[src/rtl/nap_pkg.sv]
package nap_pkg;
  typedef enum logic [1:0] {
    NAP_AWAKE = 2'd0,
    NAP_ENTER = 2'd1,
    NAP_SLEEP = 2'd2,
    NAP_WAKE  = 2'd3
  } nap_state_e;
endpackage

[src/rtl/nap_sync.sv]
module nap_sync #(
  parameter int STAGES = 2
) (
  input  logic clk,
  input  logic rst,
  input  logic d,
  output logic q
);
  logic [STAGES-1:0] chain;

  generate
    if (STAGES == 1) begin : g_one
      always_ff @(posedge clk) begin
        if (rst) chain <= '0;
        else     chain <= d;
      end
    end else begin : g_many
      always_ff @(posedge clk) begin
        if (rst) chain <= '0;
        else     chain <= {chain[STAGES-2:0], d};
      end
    end
  endgenerate

  assign q = chain[STAGES-1];
endmodule

[src/rtl/nap_fsm.sv]
module nap_fsm
  import nap_pkg::*;
#(
  parameter int ENTER_CYC = 2,
  parameter int EXIT_CYC  = 2
) (
  input  logic       clk,
  input  logic       rst,
  input  logic       req_s,
  output nap_state_e state_q,
  output nap_state_e state_d
);
  localparam int MAXC  = (ENTER_CYC > EXIT_CYC) ? ENTER_CYC : EXIT_CYC;
  localparam int CNT_W = $clog2(MAXC + 1);
  localparam logic [CNT_W-1:0] ENTER_LAST = CNT_W'(ENTER_CYC - 1);
  localparam logic [CNT_W-1:0] EXIT_LAST  = CNT_W'(EXIT_CYC - 1);

  logic [CNT_W-1:0] cnt_q, cnt_d;

  always_comb begin
    state_d = state_q;
    cnt_d   = cnt_q;
    unique case (state_q)
      NAP_AWAKE: begin
        if (req_s) begin
          state_d = NAP_ENTER;
          cnt_d   = '0;
        end
      end
      NAP_ENTER: begin
        if (!req_s) begin
          state_d = NAP_WAKE;
          cnt_d   = '0;
        end else if (cnt_q == ENTER_LAST) begin
          state_d = NAP_SLEEP;
          cnt_d   = '0;
        end else begin
          cnt_d = cnt_q + 1'b1;
        end
      end
      NAP_SLEEP: begin
        if (!req_s) begin
          state_d = NAP_WAKE;
          cnt_d   = '0;
        end
      end
      NAP_WAKE: begin
        if (req_s) begin
          state_d = NAP_ENTER;
          cnt_d   = '0;
        end else if (cnt_q == EXIT_LAST) begin
          state_d = NAP_AWAKE;
          cnt_d   = '0;
        end else begin
          cnt_d = cnt_q + 1'b1;
        end
      end
      default: begin
        state_d = NAP_AWAKE;
        cnt_d   = '0;
      end
    endcase
  end

  always_ff @(posedge clk) begin
    if (rst) begin
      state_q <= NAP_AWAKE;
      cnt_q   <= '0;
    end else begin
      state_q <= state_d;
      cnt_q   <= cnt_d;
    end
  end
endmodule

[src/rtl/nap_guard.sv]
module nap_guard
  import nap_pkg::*;
(
  input  logic       clk,
  input  logic       rst,
  input  nap_state_e state_q,
  input  nap_state_e state_d,
  input  logic       req_s,
  input  logic       dev_sel,
  input  logic       addr_stb,
  output logic       access_ok,
  output logic       out_hiz,
  output logic       proto_err
);
  logic awake_now;
  logic sel_at_req;
  logic stb_blocked;

  assign awake_now   = (state_q == NAP_AWAKE);
  assign sel_at_req  = awake_now && req_s && dev_sel;
  assign stb_blocked = !awake_now && dev_sel && addr_stb;

  always_ff @(posedge clk) begin
    if (rst) begin
      access_ok <= 1'b1;
      out_hiz   <= 1'b0;
      proto_err <= 1'b0;
    end else begin
      access_ok <= (state_d == NAP_AWAKE);
      out_hiz   <= (state_d != NAP_AWAKE);
      proto_err <= proto_err | sel_at_req | stb_blocked;
    end
  end
endmodule

[src/rtl/nap_ctrl.sv]
module nap_ctrl
  import nap_pkg::*;
#(
  parameter int SYNC_STAGES = 2,
  parameter int ENTER_CYC   = 2,
  parameter int EXIT_CYC    = 2
) (
  input  logic       clk,
  input  logic       rst,
  input  logic       sleep_req,
  input  logic       dev_sel,
  input  logic       addr_stb,
  output logic       access_ok,
  output logic       out_hiz,
  output logic       proto_err,
  output logic [1:0] nap_state
);
  logic       req_s;
  nap_state_e st_q, st_d;

  nap_sync #(.STAGES(SYNC_STAGES)) u_sync (
    .clk (clk),
    .rst (rst),
    .d   (sleep_req),
    .q   (req_s)
  );

  nap_fsm #(.ENTER_CYC(ENTER_CYC), .EXIT_CYC(EXIT_CYC)) u_fsm (
    .clk     (clk),
    .rst     (rst),
    .req_s   (req_s),
    .state_q (st_q),
    .state_d (st_d)
  );

  nap_guard u_guard (
    .clk       (clk),
    .rst       (rst),
    .state_q   (st_q),
    .state_d   (st_d),
    .req_s     (req_s),
    .dev_sel   (dev_sel),
    .addr_stb  (addr_stb),
    .access_ok (access_ok),
    .out_hiz   (out_hiz),
    .proto_err (proto_err)
  );

  assign nap_state = st_q;
endmodule

[config.mk]
export PLATFORM = sky130hd
export DESIGN_NAME = nap_ctrl
export DESIGN_NICKNAME = d
export VERILOG_FILES = /design/src/rtl/nap_pkg.sv /design/src/rtl/nap_sync.sv /design/src/rtl/nap_fsm.sv /design/src/rtl/nap_guard.sv /design/src/rtl/nap_ctrl.sv
export SDC_FILE = /design/constraint.sdc
export NUM_CORES = 1
export LEC_CHECK = 0
export CAP_MARGIN = 20
export CELL_PAD_IN_SITES_DETAIL_PLACEMENT = 0
export CELL_PAD_IN_SITES_GLOBAL_PLACEMENT = 1
export CORE_AREA = 2 2 39 41
export DETAILED_ROUTE_END_ITERATION = 8
export DIE_AREA = 0 0 41 43
export DONT_BUFFER_PORTS = 1
export PLACE_DENSITY = 0.61
export SLEW_MARGIN = 20
export SYNTH_ARGS = -nofsm -noshare
export SYNTH_HDL_FRONTEND = slang
export SYNTH_HIERARCHICAL = 1
export SYNTH_SLANG_ARGS = --single-unit
[constraint.sdc]
create_clock -name clk -period 1.63 [get_ports clk]
set_input_delay 0.326 -clock clk [delete_from_list [all_inputs] [get_ports clk]]
set_output_delay 0.326 -clock clk [all_outputs]
set_load 0.1 [all_outputs]
==> results.py, run 1 <==
metrics = {
    "sta": {
        "finalCritPeriodShare_pct": 83.0,
        "hold_viol": 0,
        "skew_ns": 0.00758,
        "grt_setup_unrepaired": "false",
        "period_needed_ns": 1.35,
        "relSlewSlack_pct": 80.7,
        "slew_violations": 0,
        "worstMarginPinSlew_ns": 0.290,
        "fin_tns_setup_ns": 0,
        "finalSetupViolCount": 0,
        "fmax_ghz": 0.739,
    },
    "power_and_ir_drop": {
        "ir_drop_uv": 627,
        "p_clk_share_pct": 25.5,
        "switchingPower_mw": 0.277,
        "p_leak_nw": 0.190,
        "power_density_nw_per_um2": 1550,
        "p_int_mw": 0.398,
        "netSwitchingFraction_pct": 41.1,
        "seq_power_share_pct": 39.2,
        "power_frac_comb_pct": 35.3,
    },
    "floorplanning": {
        "ioPinCount": 10,
        "die_x_um": 41,
        "core_um2": 1380,
        "initial_utilization_pct": 25.3,
        "fp-row-count": 14,
        "die-area_um2": 1760,
        "die_h_um": 43,
    },
    "yosys": {
        "yosys-top-cells-count": "9 x dfxtp_1, 4 x nor2b_1, 2 x a21oi_1, 2 x inv_1, 2 x nor2_1",
        "yosysSeqAreaShare_pct": 51.4,
        "post-synth-top-count-cell": "dfxtp_1",
        "ys_warn_count": 6,
        "synthAdderAreaFrac_pct": 0,
        "synth_xor_area_share_pct": 2.50,
        "synth_area_leader_cell": "dfxtp_1",
        "synth_compound_area_share_pct": 11.4,
        "ys_async_sr_fraction_pct": 0,
        "yosysTopAreaCellShare_pct": 51.4,
        "synth_top_family_by_area": "simple AND/OR/NAND/NOR gates",
        "synth_simple_gate_area_share_pct": 29.6,
        "netlist_instances": 35,
        "synth-main-ff-cell": "dfxtp_1",
        "ys_top_cells_by_area": "dfxtp_1 51%, nor2b_1 7.1%, nand4bb_1 3.2%",
        "syn-num-nets": 40,
        "synth_edf_count": 0,
        "synth_area_per_cell_um2": 10.0,
        "ys_ff_latch": 9,
        "syn_area_um2": 350,
        "synthMuxAreaShare_pct": 2.86,
        "synth.distinct_cells": 21,
    },
    "critical_path": {
        "cpPeakStageDelay_ns": 0.37,
        "r2r_start": "u_sync/chain[1]",
        "crit_required_ns": 1.77,
        "criticalPathCategory": "flop to flop",
        "cp.arrival_ns": 1.50,
        "cp-startpoint": "u_sync/chain[1]",
        "path_cells": "xor2_1 -> or2_1 -> and2_1 -> nor2_1 -> or2_2",
        "crit_path_top_delay_cell": "dfxtp_1",
        "cp-end-kind": "flop",
        "crit_fanout": 4,
        "start_kind": "flop",
    },
    "global_routing": {
        "grt_max_degree": 11,
        "grt_overflow": 0,
        "grt_pass1_wl_um": 1140,
        "grt_usage_pct": 9.90,
        "antenna_found_initial": 0,
        "grt_pass1_vias": 272,
    },
    "run_status": {
        "status": "completed",
    },
    "hold_path": {
        "hold_class": "input port to flop",
        "hold_start": "rst",
    },
    "place": {
        "hpwl_um": 478,
        "placed_area_um2": 410,
        "dpl.cell_count": 56,
        "gp_congestion": 0.719,
        "numPortBuffers": 0,
    },
    "clock_network": {
        "ctsResizeCount": 0,
        "numClockSinks": 9,
        "cts_setup_buffers": 0,
        "clk_pin_slew_worst_paths_ns": 0.06,
        "cts_buffers": 3,
        "cts_tree": "done",
        "root_buffer": "clkbuf_4",
        "insertion_delay_ns": 0.26,
        "h-tree-depth": 1,
        "clockBufferDepth": 2,
        "hold_buffers": 0,
    },
    "finish": {
        "ff_latch_area_um2": 183,
        "multi_input_area_um2": 163,
        "area_delta_synth_final_pct": 24.6,
        "design_area_um2": 437,
        "layout-drive-gt1-share_pct": 25.0,
        "instances_no_fill": 60,
        "final_nets": 50,
        "antenna_cells": 0,
        "fillCellCount": 149,
    },
    "routing": {
        "ant_nets": 0,
        "routedWlPerCell_um": 10.7,
        "via_count": 266,
        "wirelength_um": 643,
        "drc": 0,
        "first_pass_iters": 4,
        "vias_per_cell": 4.43,
        "drtIter0Drc": 4,
    },
    "job": {
        "drv_cap": 0,
    },
}
-- through the flow --
stage	hold WS, ns	worst slack [ns]	util [%]	power [mW]
after global placement	0.396	0.305	29.7	0.505
after CTS	0.116	0.260	31.6	0.684
after floorplan	0.395	0.0149	-	0.463
after global routing	0.113	0.171	31.6	0.710
final	0.122	0.277	31.6	0.675
after detailed placement	0.398	0.265	29.7	0.509
-- final timing paths --
check                                    endpoint  slack (ns)  depth (start not counted)
worst max-delay path            u_guard/access_ok        0.28                          5
worst min-delay path            u_guard/proto_err        0.12                          1
worst max register to register  u_guard/access_ok        0.28                          5
worst min register to register    u_sync/chain[1]        0.43                          1
-- layout make-up --
cell class	instances	share of cell area [%]
Multi-Input combinational cell	24	37.2
Sequential cell	9	41.8
Tap cell	16	4.58
Clock buffer	4	6.02
Inverter	2	1.72
Timing Repair Buffer	5	8.60
-- critical path, delay by kind of cell, from the launching register on --
family,cells,cell delay [ns]
XOR/XNOR,1,0.26
AND/OR/NAND/NOR,4,0.62
flip-flops,1,0.37
-- registers in the layout, indices dropped and copies added, names as in the netlist --
name and count:
u_sync/chain 2, u_guard/out_hiz 1, u_fsm/cnt_q 2, u_fsm/state_q 2, u_guard/proto_err 1, u_guard/access_ok 1
-- per-layer routing --
| layer | GRT usage [%] | wire [um] |
|---|---|---|
| met5 | 0 | 0 |
| met1 | 12.8 | 294 |
| met4 | 0 | 0 |
| met3 | 9.42 | 60 |
| met2 | 12.8 | 288 |
-- power groups by stage --
| stage | clock, mW | sequential, mW | combinational [mW] |
|---|---|---|---|
| 2_1_floorplan | 0 | 0.411 | 0.0520 |
| 3_3_place_gp | 0 | 0.268 | 0.237 |
| 3_5_place_dp | 0 | 0.270 | 0.239 |
| 4_1_cts | 0.179 | 0.265 | 0.240 |
| 5_1_grt | 0.192 | 0.269 | 0.249 |
| 6_report | 0.172 | 0.264 | 0.239 |
-- cell families after synthesis --
family,after synthesis
flops,9
buf+inv,2
mux,1
simple gates,16
xor+xnor,1
compound gates,6
-- layout by cell type (no fill, tap or decap), types with 2 or more instances in the layout --
cell and n:
a21oi_1 2, buf_4 5, clkbuf_4 3, dfxtp_1 7
dfxtp_2 2, inv_1 2, nor2_1 2, nor2b_1 4
No activity file was read; power rests on OpenSTA's default activity.
==> run 2, diff against run 1 <==
clock period = 1.4 ns   (was 1.63 ns; I/O delays follow)
==> run 2 against run 1 <==
Register-to-register slack worse by 0.16 ns. Global-route usage increased by 0.20 points. Worst hold slack got worse by 0.048 ns. Maximum frequency is 5.5% higher. Count of clock-buffer cells in the layout unchanged. Clock skew rose by 0.00098 ns. Cell area up 2.9%. Critical path depth stayed put. Non-clock buffer count unchanged. First-iteration DRC count is 50% higher. Critical path type unchanged. Highest routed layer is now met4.
==> results.py, run 2 (synthesis gave the netlist of run 1 again) <==
metrics = {
    "clock_network": {
        "insertion_delay_ns": 0.27,
        "clk_pin_slew_worst_paths_ns": 0.06,
        "hold_buffers": 0,
        "h-tree-depth": 1,
        "cts_setup_buffers": 0,
        "clockBufferDepth": 2,
        "ctsResizeCount": 0,
        "root_buffer": "clkbuf_4",
        "numClockSinks": 9,
        "cts_tree": "done",
        "cts_buffers": 3,
    },
    "routing": {
        "routedWlPerCell_um": 11.3,
        "ant_nets": 0,
        "via_count": 280,
        "wirelength_um": 678,
        "drc": 0,
        "first_pass_iters": 4,
        "drtIter0Drc": 6,
        "vias_per_cell": 4.67,
    },
    "critical_path": {
        "start_kind": "flop",
        "r2r_start": "u_sync/chain[1]",
        "r2r_cells": 5,
        "criticalPathCategory": "flop to flop",
        "crit_required_ns": 1.56,
        "crit_fanout": 4,
        "cp-startpoint": "u_sync/chain[1]",
        "crit_path_end": "u_guard/access_ok",
        "r2r-end": "u_guard/access_ok",
        "r2r_slack_ns": 0.12,
        "cp-end-kind": "flop",
        "cp.arrival_ns": 1.44,
    },
    "power_and_ir_drop": {
        "p_int_mw": 0.465,
        "switchingPower_mw": 0.325,
        "ir_drop_uv": 816,
        "p_clk_share_pct": 25.7,
        "p_leak_nw": 0.190,
        "netSwitchingFraction_pct": 41.2,
        "power_density_nw_per_um2": 1760,
        "power_frac_comb_pct": 35.1,
        "seq_power_share_pct": 39.3,
    },
    "global_routing": {
        "grt_pass1_wl_um": 1070,
        "grt_usage_pct": 10.1,
        "grt_max_degree": 11,
        "antenna_found_initial": 0,
        "grt_overflow": 0,
        "grt_pass1_vias": 264,
    },
    "hold_path": {
        "hold_class": "input port to flop",
        "holdPathStages": 1,
    },
    "finish": {
        "instances_no_fill": 60,
        "final_common_cell": "dfxtp_1",
        "antenna_cells": 0,
        "layout_common_cells": "7 x dfxtp_1, 5 x buf_4, 4 x nor2b_1",
        "final_nets": 50,
        "layout-drive-gt1-share_pct": 27.3,
        "reg_top3": "u_fsm/cnt_q: 2 flops, u_fsm/state_q: 2 flops, u_sync/chain: 2 flops",
        "area_delta_synth_final_pct": 28.2,
    },
    "place": {
        "gp_congestion": 0.665,
        "dpl.cell_count": 56,
        "numPortBuffers": 0,
    },
    "sta": {
        "finalSetupViolCount": 0,
        "worstMarginPinSlew_ns": 0.294,
        "finalCritPeriodShare_pct": 91.6,
        "slew_violations": 0,
        "fmax_ghz": 0.780,
        "relSlewSlack_pct": 80.4,
        "skew_ns": 0.00855,
        "fin_tns_setup_ns": 0,
        "period_needed_ns": 1.28,
        "hold_viol": 0,
        "grt_setup_unrepaired": "false",
    },
    "job": {
        "drv_cap": 0,
    },
    "floorplanning": {
        "ioPinCount": 10,
        "initial_utilization_pct": 25.3,
        "fp-row-count": 14,
        "core_um2": 1380,
        "die_x_um": 41,
        "die_h_um": 43,
        "die-area_um2": 1760,
    },
    "run_status": {
        "status": "completed",
    },
}
[run 2: cell counts in the layout (fill, tap and decap cells not counted)]
No cell type changed its count.
[run 2: power groups by stage]
stage	clock network [mW]	logic (mW)	registers (mW)
2_1_floorplan	0	0.0616	0.481
3_3_place_gp	0	0.278	0.316
3_5_place_dp	0	0.279	0.316
4_1_cts	0.214	0.279	0.311
5_1_grt	0.229	0.291	0.315
6_report	0.203	0.277	0.310
[run 2: worst max-delay path, cell delays in order, from the launching register on]
cell and delay [ns]:
dfxtp_1 0.39, xor2_2 0.20, or2_1 0.15, and2_1 0.13, nor2_1 0.05, or2_2 0.26
[run 2: per-stage QoR]
step / hold WS (ns) / area (um2) / total power [mW] / utilization [%] / setup slack (ns)
floorplan: 0.349 / 365 / 0.543 / - / 0.000484
global placement: 0.351 / 423 / 0.594 / 30.6 / 0.114
detailed placement: 0.352 / 423 / 0.595 / 30.6 / 0.104
CTS: 0.0607 / 449 / 0.804 / 32.5 / 0.110
global route: 0.0570 / 449 / 0.834 / 32.5 / 0.0247
finish: 0.0733 / 449 / 0.791 / 32.5 / 0.117
[run 2: how the worst min path moves through the flow]
stage | startpoint | to | slack [ns]
finish | rst | u_fsm/cnt_q[0] | 0.07
detailed placement | rst | u_fsm/cnt_q[0] | 0.35
floorplan | rst | u_fsm/cnt_q[0] | 0.35
global route | rst | u_sync/chain[1] | 0.06
global placement | rst | u_fsm/cnt_q[0] | 0.35
CTS | rst | u_fsm/cnt_q[0] | 0.06
[run 2: final cells by class]
type | instances | area (um2)
clock buffer | 4 | 26.3
fill | 155 | 935
inverter | 2 | 7.51
multi-input combinational | 24 | 170
sequential | 9 | 188
tap | 16 | 20.0
timing repair buffer | 5 | 37.5
[run 2: per-layer routing]
layer / up-vias / track usage, % / part of all wire [%]
met3: 2 / 8.38 / 8.3
met4: 0 / 8.00 / 2.1
met1: 126 / 11.8 / 44
met2: 14 / 11.3 / 46
li1: 138 / - / -
met5: - / 0 / 0
==> run 3, diff against run 2 <==
RECOVER_POWER = 100   (was not set)
==> run 3 against run 2 <==
Count of clock-buffer cells in the layout is the same. Cell area decreased by 1.7%. Sequential cell count unchanged. Die area stayed put. Worst hold slack unchanged. Worst setup slack is essentially flat. Critical endpoint unchanged. Largest cell class unchanged.
==> results.py, run 3 (synthesis gave the netlist of run 1 again) <==
metrics = {
    "run_status": {
        "status": "completed",
    },
    "global_routing": {
        "grt_pass1_wl_um": 1070,
        "grt_overflow": 0,
        "grt_pass1_vias": 264,
        "grt_max_degree": 11,
        "grt_usage_pct": 10.1,
        "antenna_found_initial": 0,
    },
    "critical_path": {
        "crit_fanout": 4,
        "path_delay_family": "simple AND/OR/NAND/NOR gates",
        "cp_num_buf_inv": 0,
        "start_kind": "flop",
        "r2r_cells": 5,
        "r2r_slack_ns": 0.12,
        "crit_required_ns": 1.56,
        "criticalPathCategory": "flop to flop",
        "cpPeakStageDelay_ns": 0.39,
        "cp.arrival_ns": 1.44,
        "r2r-end": "u_guard/access_ok",
        "cp-end-kind": "flop",
        "crit_path_top_delay_cell": "dfxtp_1",
        "r2r_start": "u_sync/chain[1]",
        "path_cells": "xor2_2 -> or2_1 -> and2_1 -> nor2_1 -> or2_2",
    },
    "sta": {
        "slew_violations": 0,
        "fin_tns_setup_ns": 0,
        "skew_ns": 0.00855,
        "fmax_ghz": 0.780,
        "relSlewSlack_pct": 66.6,
        "finalCritPeriodShare_pct": 91.6,
        "grt_setup_unrepaired": "false",
        "worstMarginPinSlew_ns": 0.500,
        "period_needed_ns": 1.28,
        "hold_viol": 0,
        "finalSetupViolCount": 0,
    },
    "clock_network": {
        "cts_setup_buffers": 0,
        "hold_buffers": 0,
        "root_buffer": "clkbuf_4",
        "numClockSinks": 9,
        "h-tree-depth": 1,
        "clk_pin_slew_worst_paths_ns": 0.06,
        "insertion_delay_ns": 0.27,
        "cts_buffers": 3,
        "clockBufferDepth": 2,
        "ctsResizeCount": 0,
        "cts_tree": "done",
    },
    "floorplanning": {
        "ioPinCount": 10,
        "die-area_um2": 1760,
        "die_h_um": 43,
        "die_x_um": 41,
        "initial_utilization_pct": 25.3,
        "fp-row-count": 14,
        "core_um2": 1380,
    },
    "routing": {
        "routedWlPerCell_um": 11.3,
        "m1WireLength_um": 296,
        "highest_layer": "met4",
        "via_count": 280,
        "wl_met3_um": 56,
        "vias_per_cell": 4.67,
        "drc": 0,
        "wirelength_um": 676,
        "ant_nets": 0,
        "first_pass_iters": 4,
        "drtIter0Drc": 6,
        "wl_met2_um": 307,
    },
    "hold_path": {
        "whs_endpoint": "u_fsm/cnt_q[0]",
        "hold_start": "rst",
        "hold_class": "input port to flop",
        "holdPathStages": 1,
    },
    "finish": {
        "final_common_cell": "dfxtp_1",
        "layout_common_cells": "7 x dfxtp_1, 4 x clkbuf_4, 4 x nor2b_1",
        "area_delta_synth_final_pct": 26.1,
        "layout-drive-gt1-share_pct": 27.3,
        "final_nets": 50,
        "reg_top3": "u_fsm/cnt_q: 2 flops, u_fsm/state_q: 2 flops, u_sync/chain: 2 flops",
        "design_area_um2": 442,
        "instances_no_fill": 60,
        "antenna_cells": 0,
        "postLayoutCoreUtil_pct": 31.9,
    },
    "power_and_ir_drop": {
        "ir_drop_uv": 799,
        "p_leak_nw": 0.188,
        "power_mw": 0.781,
        "power_density_nw_per_um2": 1770,
    },
    "place": {
        "dpl.cell_count": 56,
        "placed_area_um2": 423,
        "numPortBuffers": 0,
        "gp_congestion": 0.665,
    },
    "job": {
        "drv_cap": 0,
    },
}
## run 3: changes by cell type in the layout (fill, tap and decap cells not counted)
cell	before	now
buf_2	0	3
buf_4	5	1
clkbuf_4	3	4
## run 3: layout make-up
type	count	area (um2)
multi-input cells	24	170
well taps	16	20.0
repair buffers	5	30.0
fillers	158	942
flip-flops and latches	9	188
inverters	2	7.51
clock buffers	4	26.3
## run 3: power breakdown
| group | total, mW | switching (mW) | leakage, nW | internal, mW |
|---|---|---|---|---|
| logic | 0.269 | 0.209 | 0.0978 | 0.0595 |
| registers | 0.309 | 0.0227 | 0.0754 | 0.287 |
| clock network | 0.203 | 0.0930 | 0.0150 | 0.110 |
| total | 0.781 | 0.325 | 0.188 | 0.456 |
## run 3: worst max-delay path by stage
| stage | start | to | slack, ns | cells after the start |
|---|---|---|---|---|
| after global routing | u_sync/chain[1] | u_guard/access_ok | 0.02 | 5 |
| final | u_sync/chain[1] | u_guard/access_ok | 0.12 | 5 |
| after CTS | u_sync/chain[1] | u_guard/access_ok | 0.11 | 5 |
| after detailed placement | u_sync/chain[1] | u_guard/access_ok | 0.10 | 5 |
| after global placement | u_fsm/cnt_q[1] | u_guard/access_ok | 0.11 | 5 |
| after floorplan | u_fsm/state_q[1] | u_guard/access_ok | 0.0005 | 5 |
## run 3: per-layer routing
metal	vias up	track usage, %
met4	0	8.00
met3	2	8.38
li1	138	-
met2	14	11.3
met5	-	0
met1	126	11.8
## run 3: per-stage QoR
stage	setup WS [ns]	hold slack [ns]
global placement	0.114	0.351
detailed placement	0.104	0.352
CTS	0.110	0.0607
floorplan	0.000484	0.349
finish	0.118	0.0733
global route	0.0247	0.0570
